<file path="src/rtl/lsm_pkg.sv">
package lsm_pkg;
    typedef enum logic {
        ST_IDLE = 1'b0,
        ST_RUN  = 1'b1
    } lsm_state_e;

    // register-file indices of the two special registers
    localparam logic [3:0] LINK_IDX = 4'd14;
    localparam logic [3:0] PC_IDX   = 4'd15;
endpackage

</file>
<file path="src/rtl/lsm_plan.sv">
module lsm_plan #(
    parameter int LIST_W     = 8,
    parameter int AW         = 32,
    parameter int WORD_BYTES = 4,
    localparam int CW        = $clog2(LIST_W + 2),
    localparam int IW        = $clog2(LIST_W),
    localparam int SH        = $clog2(WORD_BYTES)
) (
    input  logic [LIST_W-1:0] list_i,
    input  logic              extra_i,
    input  logic              load_i,
    input  logic              stack_i,
    input  logic [AW-1:0]     base_i,
    input  logic [IW-1:0]     base_idx_i,
    output logic [CW-1:0]     count_o,
    output logic [AW-1:0]     first_addr_o,
    output logic [AW-1:0]     next_base_o,
    output logic              wb_en_o
);
    logic [CW-1:0] pop_cnt;
    logic [AW-1:0] span;
    logic [AW-1:0] align_mask;

    always_comb begin
        pop_cnt = '0;
        for (int i = 0; i < LIST_W; i++) begin
            pop_cnt = pop_cnt + CW'(list_i[i]);
        end
    end

    assign count_o    = pop_cnt + CW'(stack_i & extra_i);
    assign span       = AW'(count_o) << SH;
    assign align_mask = ~AW'(WORD_BYTES - 1);

    always_comb begin
        if (stack_i && !load_i) begin
            next_base_o  = base_i - span;
            first_addr_o = (base_i - span) & align_mask;
        end else begin
            next_base_o  = base_i + span;
            first_addr_o = base_i & align_mask;
        end
    end

    assign wb_en_o = stack_i ? 1'b1 : !list_i[base_idx_i];
endmodule

</file>
<file path="src/rtl/lsm_pick.sv">
module lsm_pick #(
    parameter int LIST_W = 8,
    localparam int IW    = $clog2(LIST_W)
) (
    input  logic [LIST_W-1:0] mask_i,
    output logic              any_o,
    output logic [IW-1:0]     idx_o,
    output logic [LIST_W-1:0] rest_o
);
    assign any_o  = |mask_i;
    assign rest_o = mask_i & (mask_i - LIST_W'(1));

    always_comb begin
        idx_o = '0;
        for (int i = LIST_W - 1; i >= 0; i--) begin
            if (mask_i[i]) idx_o = IW'(i);
        end
    end
endmodule

</file>
<file path="src/rtl/lsm_seq.sv">
module lsm_seq #(
    parameter int LIST_W     = 8,
    parameter int AW         = 32,
    parameter int DW         = 32,
    parameter int WORD_BYTES = 4,
    localparam int CW        = $clog2(LIST_W + 2),
    localparam int IW        = $clog2(LIST_W),
    localparam int RIW       = 4
) (
    input  logic              clk,
    input  logic              rst_n,
    input  logic              start,
    input  logic              dir_load,
    input  logic              stack_mode,
    input  logic [LIST_W-1:0] reg_list,
    input  logic              extra_reg,
    input  logic [AW-1:0]     base_addr,
    input  logic [IW-1:0]     base_idx,
    output logic              mem_req,
    output logic              mem_we,
    output logic [AW-1:0]     mem_addr,
    output logic [DW-1:0]     mem_wdata,
    input  logic [DW-1:0]     mem_rdata,
    input  logic              mem_ready,
    output logic [RIW-1:0]    rf_raddr,
    input  logic [DW-1:0]     rf_rdata,
    output logic              rf_we,
    output logic [RIW-1:0]    rf_waddr,
    output logic [DW-1:0]     rf_wdata,
    output logic              busy,
    output logic              done,
    output logic              base_we,
    output logic [AW-1:0]     base_out,
    output logic              branch_valid,
    output logic [AW-1:0]     branch_target
);
    import lsm_pkg::*;

    typedef struct packed {
        lsm_state_e        state;
        logic [LIST_W-1:0] mask;
        logic              extra;
        logic              load;
        logic [AW-1:0]     addr;
        logic [AW-1:0]     nbase;
        logic              wb;
        logic              done;
        logic              base_we;
        logic [AW-1:0]     base_out;
        logic              br_v;
        logic [AW-1:0]     br_t;
    } seq_t;

    seq_t s_d, s_q;

    logic [CW-1:0]     plan_count;
    logic [AW-1:0]     plan_first;
    logic [AW-1:0]     plan_nbase;
    logic              plan_wb;
    logic              pick_any;
    logic [IW-1:0]     pick_idx;
    logic [LIST_W-1:0] pick_rest;
    logic              running;
    logic              cur_extra;
    logic              cur_last;
    logic [RIW-1:0]    cur_reg;

    lsm_plan #(
        .LIST_W(LIST_W), .AW(AW), .WORD_BYTES(WORD_BYTES)
    ) i_plan (
        .list_i      (reg_list),
        .extra_i     (extra_reg),
        .load_i      (dir_load),
        .stack_i     (stack_mode),
        .base_i      (base_addr),
        .base_idx_i  (base_idx),
        .count_o     (plan_count),
        .first_addr_o(plan_first),
        .next_base_o (plan_nbase),
        .wb_en_o     (plan_wb)
    );

    lsm_pick #(.LIST_W(LIST_W)) i_pick (
        .mask_i(s_q.mask),
        .any_o (pick_any),
        .idx_o (pick_idx),
        .rest_o(pick_rest)
    );

    assign running   = (s_q.state == ST_RUN);
    assign cur_extra = !pick_any;
    assign cur_last  = cur_extra || ((pick_rest == '0) && !s_q.extra);
    assign cur_reg   = pick_any ? {{(RIW-IW){1'b0}}, pick_idx}
                                : (s_q.load ? PC_IDX : LINK_IDX);

    always_comb begin
        s_d         = s_q;
        s_d.done    = 1'b0;
        s_d.base_we = 1'b0;
        s_d.br_v    = 1'b0;
        case (s_q.state)
            ST_IDLE: begin
                if (start) begin
                    if (plan_count == '0) begin
                        s_d.done = 1'b1;
                    end else begin
                        s_d.state = ST_RUN;
                        s_d.mask  = reg_list;
                        s_d.extra = stack_mode & extra_reg;
                        s_d.load  = dir_load;
                        s_d.addr  = plan_first;
                        s_d.nbase = plan_nbase;
                        s_d.wb    = plan_wb;
                    end
                end
            end
            ST_RUN: begin
                if (mem_ready) begin
                    if (pick_any) s_d.mask  = pick_rest;
                    else          s_d.extra = 1'b0;
                    s_d.addr = s_q.addr + AW'(WORD_BYTES);
                    if (s_q.load && cur_extra) begin
                        s_d.br_v = 1'b1;
                        s_d.br_t = mem_rdata & ~AW'(1);
                    end
                    if (cur_last) begin
                        s_d.state    = ST_IDLE;
                        s_d.done     = 1'b1;
                        s_d.base_we  = s_q.wb;
                        s_d.base_out = s_q.nbase;
                    end
                end
            end
            default: s_d.state = ST_IDLE;
        endcase
    end

    always_ff @(posedge clk or negedge rst_n) begin
        if (!rst_n) s_q <= '0;
        else        s_q <= s_d;
    end

    assign mem_req       = running;
    assign mem_we        = running && !s_q.load;
    assign mem_addr      = s_q.addr;
    assign mem_wdata     = rf_rdata;
    assign rf_raddr      = cur_reg;
    assign rf_we         = running && s_q.load && mem_ready && pick_any;
    assign rf_waddr      = cur_reg;
    assign rf_wdata      = mem_rdata;
    assign busy          = running;
    assign done          = s_q.done;
    assign base_we       = s_q.base_we;
    assign base_out      = s_q.base_out;
    assign branch_valid  = s_q.br_v;
    assign branch_target = s_q.br_t;


    word_align_chk: assert property (@(posedge clk) disable iff (!rst_n)
        mem_req |-> (mem_addr[1:0] == 2'b00));


    stall_hold_chk: assert property (@(posedge clk) disable iff (!rst_n)
        (mem_req && !mem_ready) |=> (mem_req && $stable(mem_addr) && $stable(mem_we)));


    ascend_step_chk: assert property (@(posedge clk) disable iff (!rst_n)
        (mem_req && mem_ready) |=> (!mem_req || (mem_addr == $past(mem_addr) + AW'(WORD_BYTES))));


    done_idle_chk: assert property (@(posedge clk) disable iff (!rst_n)
        done |-> !busy);


    branch_with_done_chk: assert property (@(posedge clk) disable iff (!rst_n)
        branch_valid |-> (done && !branch_target[0]));


    rf_write_load_chk: assert property (@(posedge clk) disable iff (!rst_n)
        rf_we |-> (mem_req && mem_ready && !mem_we && (rf_waddr != PC_IDX)));


    empty_fast_chk: assert property (@(posedge clk) disable iff (!rst_n)
        (start && !busy && (reg_list == '0) && !(stack_mode && extra_reg))
        |=> (done && !busy && !base_we));
endmodule

</file>
<file path="config.mk">
export PLATFORM = sky130hd
export DESIGN_NAME = lsm_seq
export DESIGN_NICKNAME = d
export VERILOG_FILES = /design/src/rtl/lsm_pkg.sv /design/src/rtl/lsm_plan.sv /design/src/rtl/lsm_pick.sv /design/src/rtl/lsm_seq.sv
export SDC_FILE = /design/constraint.sdc
export NUM_CORES = 1
export LEC_CHECK = 0
export ABC_AREA = 1
export BUFFER_PORTS_ARGS = -buffer_cell sky130_fd_sc_hd__buf_2
export CORE_MARGIN = 10
export CORE_UTILIZATION = 58
export CTS_BUF_LIST = sky130_fd_sc_hd__clkbuf_4 sky130_fd_sc_hd__clkbuf_8 sky130_fd_sc_hd__clkbuf_16
export CTS_CLUSTER_SIZE = 20
export DETAILED_ROUTE_END_ITERATION = 10
export PLACE_DENSITY = 0.87
export SLEW_MARGIN = 40
export SYNTH_ARGS = -nofsm -noshare
export SYNTH_HDL_FRONTEND = slang
export SYNTH_SLANG_ARGS = --single-unit
</file>
<file path="constraint.sdc">
create_clock -name clk -period 4.2 [get_ports clk]
set_clock_uncertainty 0.2 [all_clocks]
set_input_delay 0.42 -clock clk [delete_from_list [all_inputs] [get_ports clk]]
set_output_delay 0.42 -clock clk [all_outputs]
set_load 0.05 [all_outputs]
</file>
[Word-level counts from Yosys, hierarchy flattened]
Index checks and enable logic that the tools add are counted.
Widths: inputs -> output; s select.
Storage, ports and cells
  bits in registers: 142
  logic and storage cells: 87
Cells by class
  add/sub/neg operators: 12
  magnitude comparators: 1
  equality and inequality tests: 5
  muxes and demuxes: 30
  bitwise logic cells: 5
  reduce and logical (&&, ||, !) cells: 22
Operator list (count)
  $mux 32: 3
  $mux 77: 1
  $mux 76: 1
  $mux 67: 1
  $mux 66: 1
  $pmux 32 s2: 1
  $mux 34: 1
  $mux 33: 1
  $add 32x3->32 const B: 1
  $add 32x6->32: 1
  $sub 32x6->32: 1
  $add 4x1->4: 6
  $mux 3: 8
  $pmux 10 s2: 1
  $reduce_and 3->1: 4
  $mux 10: 1
  $and 8x8->8: 1
  $logic_not 8->1: 1
  $mux 8: 1
  $ne 2x2->1 const B: 4
  $reduce_and 4->1: 2
  $reduce_or 8->1: 1
  $sub 8x1->8 const B: 1
  $logic_and 1x1->1: 7
  13 further kinds: 24

[Logic depth before layout (Yosys ltp)]
  word-level depth: 13
  gate-level depth with buffers: 24
  gate-level depth less buffers: 24

[Hierarchy]
From an unflattened synthesis, not the netlist that was laid out.
Unflattened totals
  cells, all modules: 1676
  area total of the unflattened synthesis: 11426.0 um^2
Modules (own cells, without submodules)
  lsm_seq: times used 1, cells each 999, area each 8236.6 um^2
  lsm_plan: times used 1, cells each 640, area each 2996.6 um^2
  lsm_pick: times used 1, cells each 37, area each 192.7 um^2

[Worst setup path after synthesis]
OpenSTA, ideal clock, no wires.
  path kind: input to register
  from: input reg_list[0]
  to: register s_q[76] in the netlist's numbering
  library setup time: 124 ps
  arrival: 4215 ps
  path slack: -339 ps
  stages: 16
  buffers on the path: 0
  cells stage by stage: ha_1 -> inv_1 -> fa_1 -> fa_1 -> fa_1 -> inv_1 -> ha_1 -> fa_1 -> fa_1 -> inv_1 -> nor2_1 -> nor2_1 -> nor2_1 -> xor2_1 -> o211ai_1 -> nand2_1
On the way
  longest elaborated chain between the ends: 11
  elaborated cells between the ends (all ways): 14
  classes of those cells: 10 x add/sub; 1 x mux; 1 x bitwise; 2 x reduce/logical
RTL lines
  from (decl): RTL line lsm_seq.sv:15  | input logic [LIST_W-1:0] reg_list,
  $add 1x1->2 *: RTL line lsm_plan.sv:27  | pop_cnt = pop_cnt + CW'(list_i[i]);
  $add 4x1->4 * (6 in a row): RTL line lsm_plan.sv:27
  $add 4x4->4 *: RTL line lsm_plan.sv:31  | assign count_o = pop_cnt + CW'(stack_i & extra_i);
  parallel branches: the longest is 3 deep, another holds $add 32x6->32
  to (signal assigned): RTL line lsm_seq.sv:139  | if (!rst_n) s_q <= '0;
  to (signal assigned): RTL line lsm_seq.sv:140  | else s_q <= s_d;
  to (decl): RTL line lsm_seq.sv:54  | seq_t s_d, s_q;
Every way passes the cells marked *.
A chain may end at the register's enable or synchronous reset.

[Final worst setup path]
  from: input reg_list[0]
  to: register s_q, in the netlist mem_addr[22]
On the way
  longest elaborated chain between the ends: 13
  elaborated cells between the ends (all ways): 16
  classes of those cells: 9 x add/sub; 1 x eq/ne; 4 x mux; 2 x reduce/logical
RTL lines
  $add 1x1->2 *: RTL line lsm_plan.sv:27
  $add 4x1->4 * (6 in a row): RTL line lsm_plan.sv:27
  $add 4x4->4 *: RTL line lsm_plan.sv:31
  $sub 32x6->32: RTL line lsm_plan.sv:38  | first_addr_o = (base_i - span) & align_mask;
  $mux 32: RTL line lsm_plan.sv:36  | if (stack_i && !load_i) begin
  $mux 76: RTL line lsm_seq.sv:104  | if (plan_count == '0) begin
  $mux 77: RTL line lsm_seq.sv:103  | if (start) begin
  $pmux 32 s2: RTL line lsm_seq.sv:101  | case (s_q.state)
Every way passes the cells marked *; elsewhere a longest branch is shown, timed or not. The select of a mux whose other input is x is not followed.

==> impl_metrics.yaml <==
worst_setup_path:
  critical_path_peak_fanout: 5
  crit_type: "input port to flip-flop"
  worst_setup_path_end_kind: "flip-flop"
  timing.critical_path.cells: "buf_8, ha_4, inv_2, fa_1, fa_2, fa_1, inv_2, ha_4, fa_2, fa_2, inv_2, nand2_2, nand3_2, nand2_4, nand2_4, nor2_4, nand2_1, nand3_2, o21ai_0, nand2_1, nand3_1"
  critical-path-max-stage-delay_ns: 0.66
  cp_data_arrival_time_ns: 4.45
  worst_path_max_delay_cell: "sky130_fd_sc_hd__fa_2"
  worst_setup_path_start_kind: "input port"
  worst_ep_required_time_ns: 4.30
power_and_ir_drop:
  leakage_nw: 6.846
  p_seq_frac: 0.257
  switching_share: 0.5479
  cellPowerDensity_mw_per_mm2: 762.3
  cell_internal_pwr_mw: 4.362
  share_clk_of_total_power: 0.157
  max-vdd-ir-drop_mv: 0.4818
  combPwrFrac: 0.587
  total_switching_power_mw: 5.287
logic_synthesis:
  synth_edf_count: 0
  mappedNetlistArea_mm2: 0.01073
  post_synth_top_area_share: 0.3265
  synth_async_sr_flop_share: 1.000
  post_synth_num_cell_types: 45
  synth.most_common_cell: "sky130_fd_sc_hd__nand2_1"
  synth_cells: 1555
  yosys_warnings: 0
  synthDominantAreaCellType: "sky130_fd_sc_hd__dfrtp_1"
  synthesis.area_per_instance_um2: 6.900
  synth-seq-cells: 140
  postSynth.topFlopCell: "sky130_fd_sc_hd__dfrtp_1"
  ys_top_cells_by_area: "sky130_fd_sc_hd__dfrtp_1, sky130_fd_sc_hd__nand2_1, sky130_fd_sc_hd__buf_4"
  synth.cells.most_frequent: "sky130_fd_sc_hd__nand2_1, sky130_fd_sc_hd__buf_4, sky130_fd_sc_hd__inv_1"
  ys_seq_area_frac: 0.3265
clock_network:
  cts_made_buffers: 17
  cts-htree-levels: 4
  maximum_number_of_buffers_from_clock_root_to_sink: 2
  ctsRootBufferMaster: "sky130_fd_sc_hd__clkbuf_16"
  worstSkewPairLatency_ns: 0.44
  cts.clk_slew.worst_paths_ns: 0.06
  cts.sink_count: 140
  cts_tree: "built"
cells_and_area:
  finish.net_count: 1792
  filler_cells: 1543
  layout.cells.non_filler: 1897
  final_layout_size_suffix_gt1_frac: 0.2974
  syn2layout_area_growth_pct: 17.98
  antenna_cells: 0
outcome:
  violated_checks: "setup timing"
  status: "complete, but fails checks"
global_route:
  antenna_found_initial: 0
  grt_use_total: 0.2892
  grt_pass1_wl_mm: 55.89
  grt_max_degree: 94
  grt.overflow.total: 0
  first_global_vias: 10250
floorplan:
  start_util: 0.5932
  total_number_of_placement_rows: 49
  top_level_ports: 289
  fp.coreArea_mm2: 0.01809
  dieWidth_um: 156.0
  die_area_mm2: 0.02434
  chipHeight_um: 156.0
route:
  detail_route.vias_per_cell: 5.696
  num_vias: 10810
  routed_wl_mm: 36.78
  drt_iter0_drc: 1070
  post-route-drc-count: 0
  drtAntennaViolNets: 0
  routed_wire_length_per_instance_um: 19.39
  drtPass1Iterations: 6
sta:
  timing.hold.ws_ns: 0.01460
  fin_crit_ns: 4.351
  finalHoldViolations: 0
  rsz0062_at_grt: "true"
  max_clock_freq_mhz: 229.8
  setup_viol_count_final: 52
  final_max_slew_viol_count: 0
  post-route-period-util: 1.036
  finalSetupTns_ns: -3.769
  postLayoutSetupSlackWorst_ns: -0.1507
  tightest_slew_ns: 0.7504
  timing.max_slew.rel_slack: 0.4997
flow_run:
  max-cap-violations: 0
min_path:
  hold_path.class: "input port to flip-flop"
placed_design:
  quantity_of_i_o_buffers_inserted_on_ports: 219
  detailed_place_hpwl_mm: 27.67
  gp_routability_congestion: 1.030
  place.detailed.instances: 1852
-- layout make-up --
class | instances | area (um2) | area share
clock buffers | 17 | 425.4 | 0.03361
clock inverters | 15 | 156.4 | 0.01236
inverters | 169 | 641.9 | 0.05071
multi-input cells | 1029 | 5804 | 0.4585
flip-flops and latches | 140 | 3505 | 0.2769
well taps | 229 | 286.5 | 0.02264
repair buffers | 298 | 1839 | 0.1453
-- worst paths after layout --
kind                                                from                       endpoint  slack [ns]  cells past startpoint
worst max-delay path                         reg_list[0]       mem_addr[22]$_DFFE_PN0P_       -0.15                     21
worst min-delay path                       mem_rdata[27]  branch_target[27]$_DFFE_PN0P_        0.01                      3
worst max register to register      s_q[135]$_DFFE_PN0P_              base_we$_DFF_PN0_        1.47                     10
worst min register to register  base_out[30]$_DFFE_PN0P_       base_out[30]$_DFFE_PN0P_        0.27                      2
max in group asynchronous                          rst_n       base_out[19]$_DFFE_PN0P_        2.53                      3
min in group asynchronous                          rst_n        mem_addr[9]$_DFFE_PN0P_        0.37                      2
-- placed cells by master, fill, tap and decap left out, types with 6 or more instances in the layout --
cell type / count
sky130_fd_sc_hd__a21oi_1: 38
sky130_fd_sc_hd__a21oi_2: 10
sky130_fd_sc_hd__buf_2: 216
sky130_fd_sc_hd__buf_4: 60
sky130_fd_sc_hd__buf_6: 10
sky130_fd_sc_hd__clkbuf_16: 18
sky130_fd_sc_hd__dfrtp_1: 139
sky130_fd_sc_hd__ha_1: 9
sky130_fd_sc_hd__ha_4: 6
sky130_fd_sc_hd__inv_1: 153
sky130_fd_sc_hd__inv_2: 13
sky130_fd_sc_hd__mux2i_1: 31
sky130_fd_sc_hd__nand2_1: 411
sky130_fd_sc_hd__nand2_2: 35
sky130_fd_sc_hd__nand2_4: 15
sky130_fd_sc_hd__nand3_1: 92
sky130_fd_sc_hd__nand3_2: 23
sky130_fd_sc_hd__nand4_1: 51
sky130_fd_sc_hd__nor2_1: 126
sky130_fd_sc_hd__nor2_2: 12
sky130_fd_sc_hd__nor2_4: 14
sky130_fd_sc_hd__nor3_1: 20
sky130_fd_sc_hd__o211ai_1: 15
sky130_fd_sc_hd__o21ai_0: 28
sky130_fd_sc_hd__o21ai_1: 11
sky130_fd_sc_hd__o21ai_2: 16
sky130_fd_sc_hd__xor2_1: 12
-- per-stage QoR --
step / setup slack [ns] / util / power [mW] / area (um2)
CTS: -0.06867 / 0.6797 / 9.401 / 12290
floorplan: -0.1433 / - / 6.838 / 10880
global route: -0.2509 / 0.6999 / 10.16 / 12660
global placement: -0.6427 / 0.6255 / 7.591 / 11310
finish: -0.1507 / 0.6999 / 9.649 / 12660
detailed placement: -0.6983 / 0.6261 / 7.698 / 11320
-- power groups by stage --
stage | clock [mW] | combinational (mW) | sequential [mW]
2_1_floorplan | 0 | 4.49 | 2.35
3_3_place_gp | 0 | 5.15 | 2.44
3_5_place_dp | 0 | 5.23 | 2.47
6_report | 1.51 | 5.66 | 2.48
5_1_grt | 1.58 | 6.04 | 2.54
4_1_cts | 1.52 | 5.42 | 2.46
-- kinds of logic (layout without fill, tap and decap cells) --
| family | count (synthesis) | count (layout) | share of synthesized area |
|---|---|---|---|
| AND/OR/NAND/NOR | 816 | 816 | 0.3250 |
| buffers and inverters | 388 | 499 | 0.2010 |
| AO/OA/AOI/OAI | 141 | 141 | 0.07417 |
| flip-flops | 140 | 140 | 0.3265 |
| multiplexers | 31 | 31 | 0.02892 |
| adder cells (fa/ha/maj) | 23 | 23 | 0.03172 |
| XOR/XNOR | 15 | 15 | 0.01225 |
| other | 1 | 3 | 0.0003495 |
-- worst max-delay path: cells and delay by family --
| kind | cells | cell delay, ns |
|---|---|---|
| simple gates | 9 | 0.86 |
| compound gates | 1 | 0.09 |
| buf+inv | 4 | 0.23 |
| fa+ha+maj | 7 | 2.84 |
-- sequential cells by signal, summed over array words and instances (netlist names) --
| name | cells |
|---|---|
| mem_addr | 30 |
| branch_target | 31 |
| base_out | 32 |
| s_q | 43 |
| branch_valid | 1 |
| busy | 1 |
| base_we | 1 |
| done | 1 |
-- timing repair --
action,4_1_cts,5_1_grt
buffers inserted,3,6
hold endpoints to repair,94,0
gates cloned,0,1
hold buffers,4,0
gates resized for setup,87,84
pin swaps,52,43
endpoints found under the setup margin,63,71
-- per-layer routing --
layer	track usage	part of all wire
met1	0.3699	0.41
met2	0.4667	0.46
met3	0.05900	0.091
met4	0.1228	0.036
met5	0	0
Power figures use the tool's default switching activity.
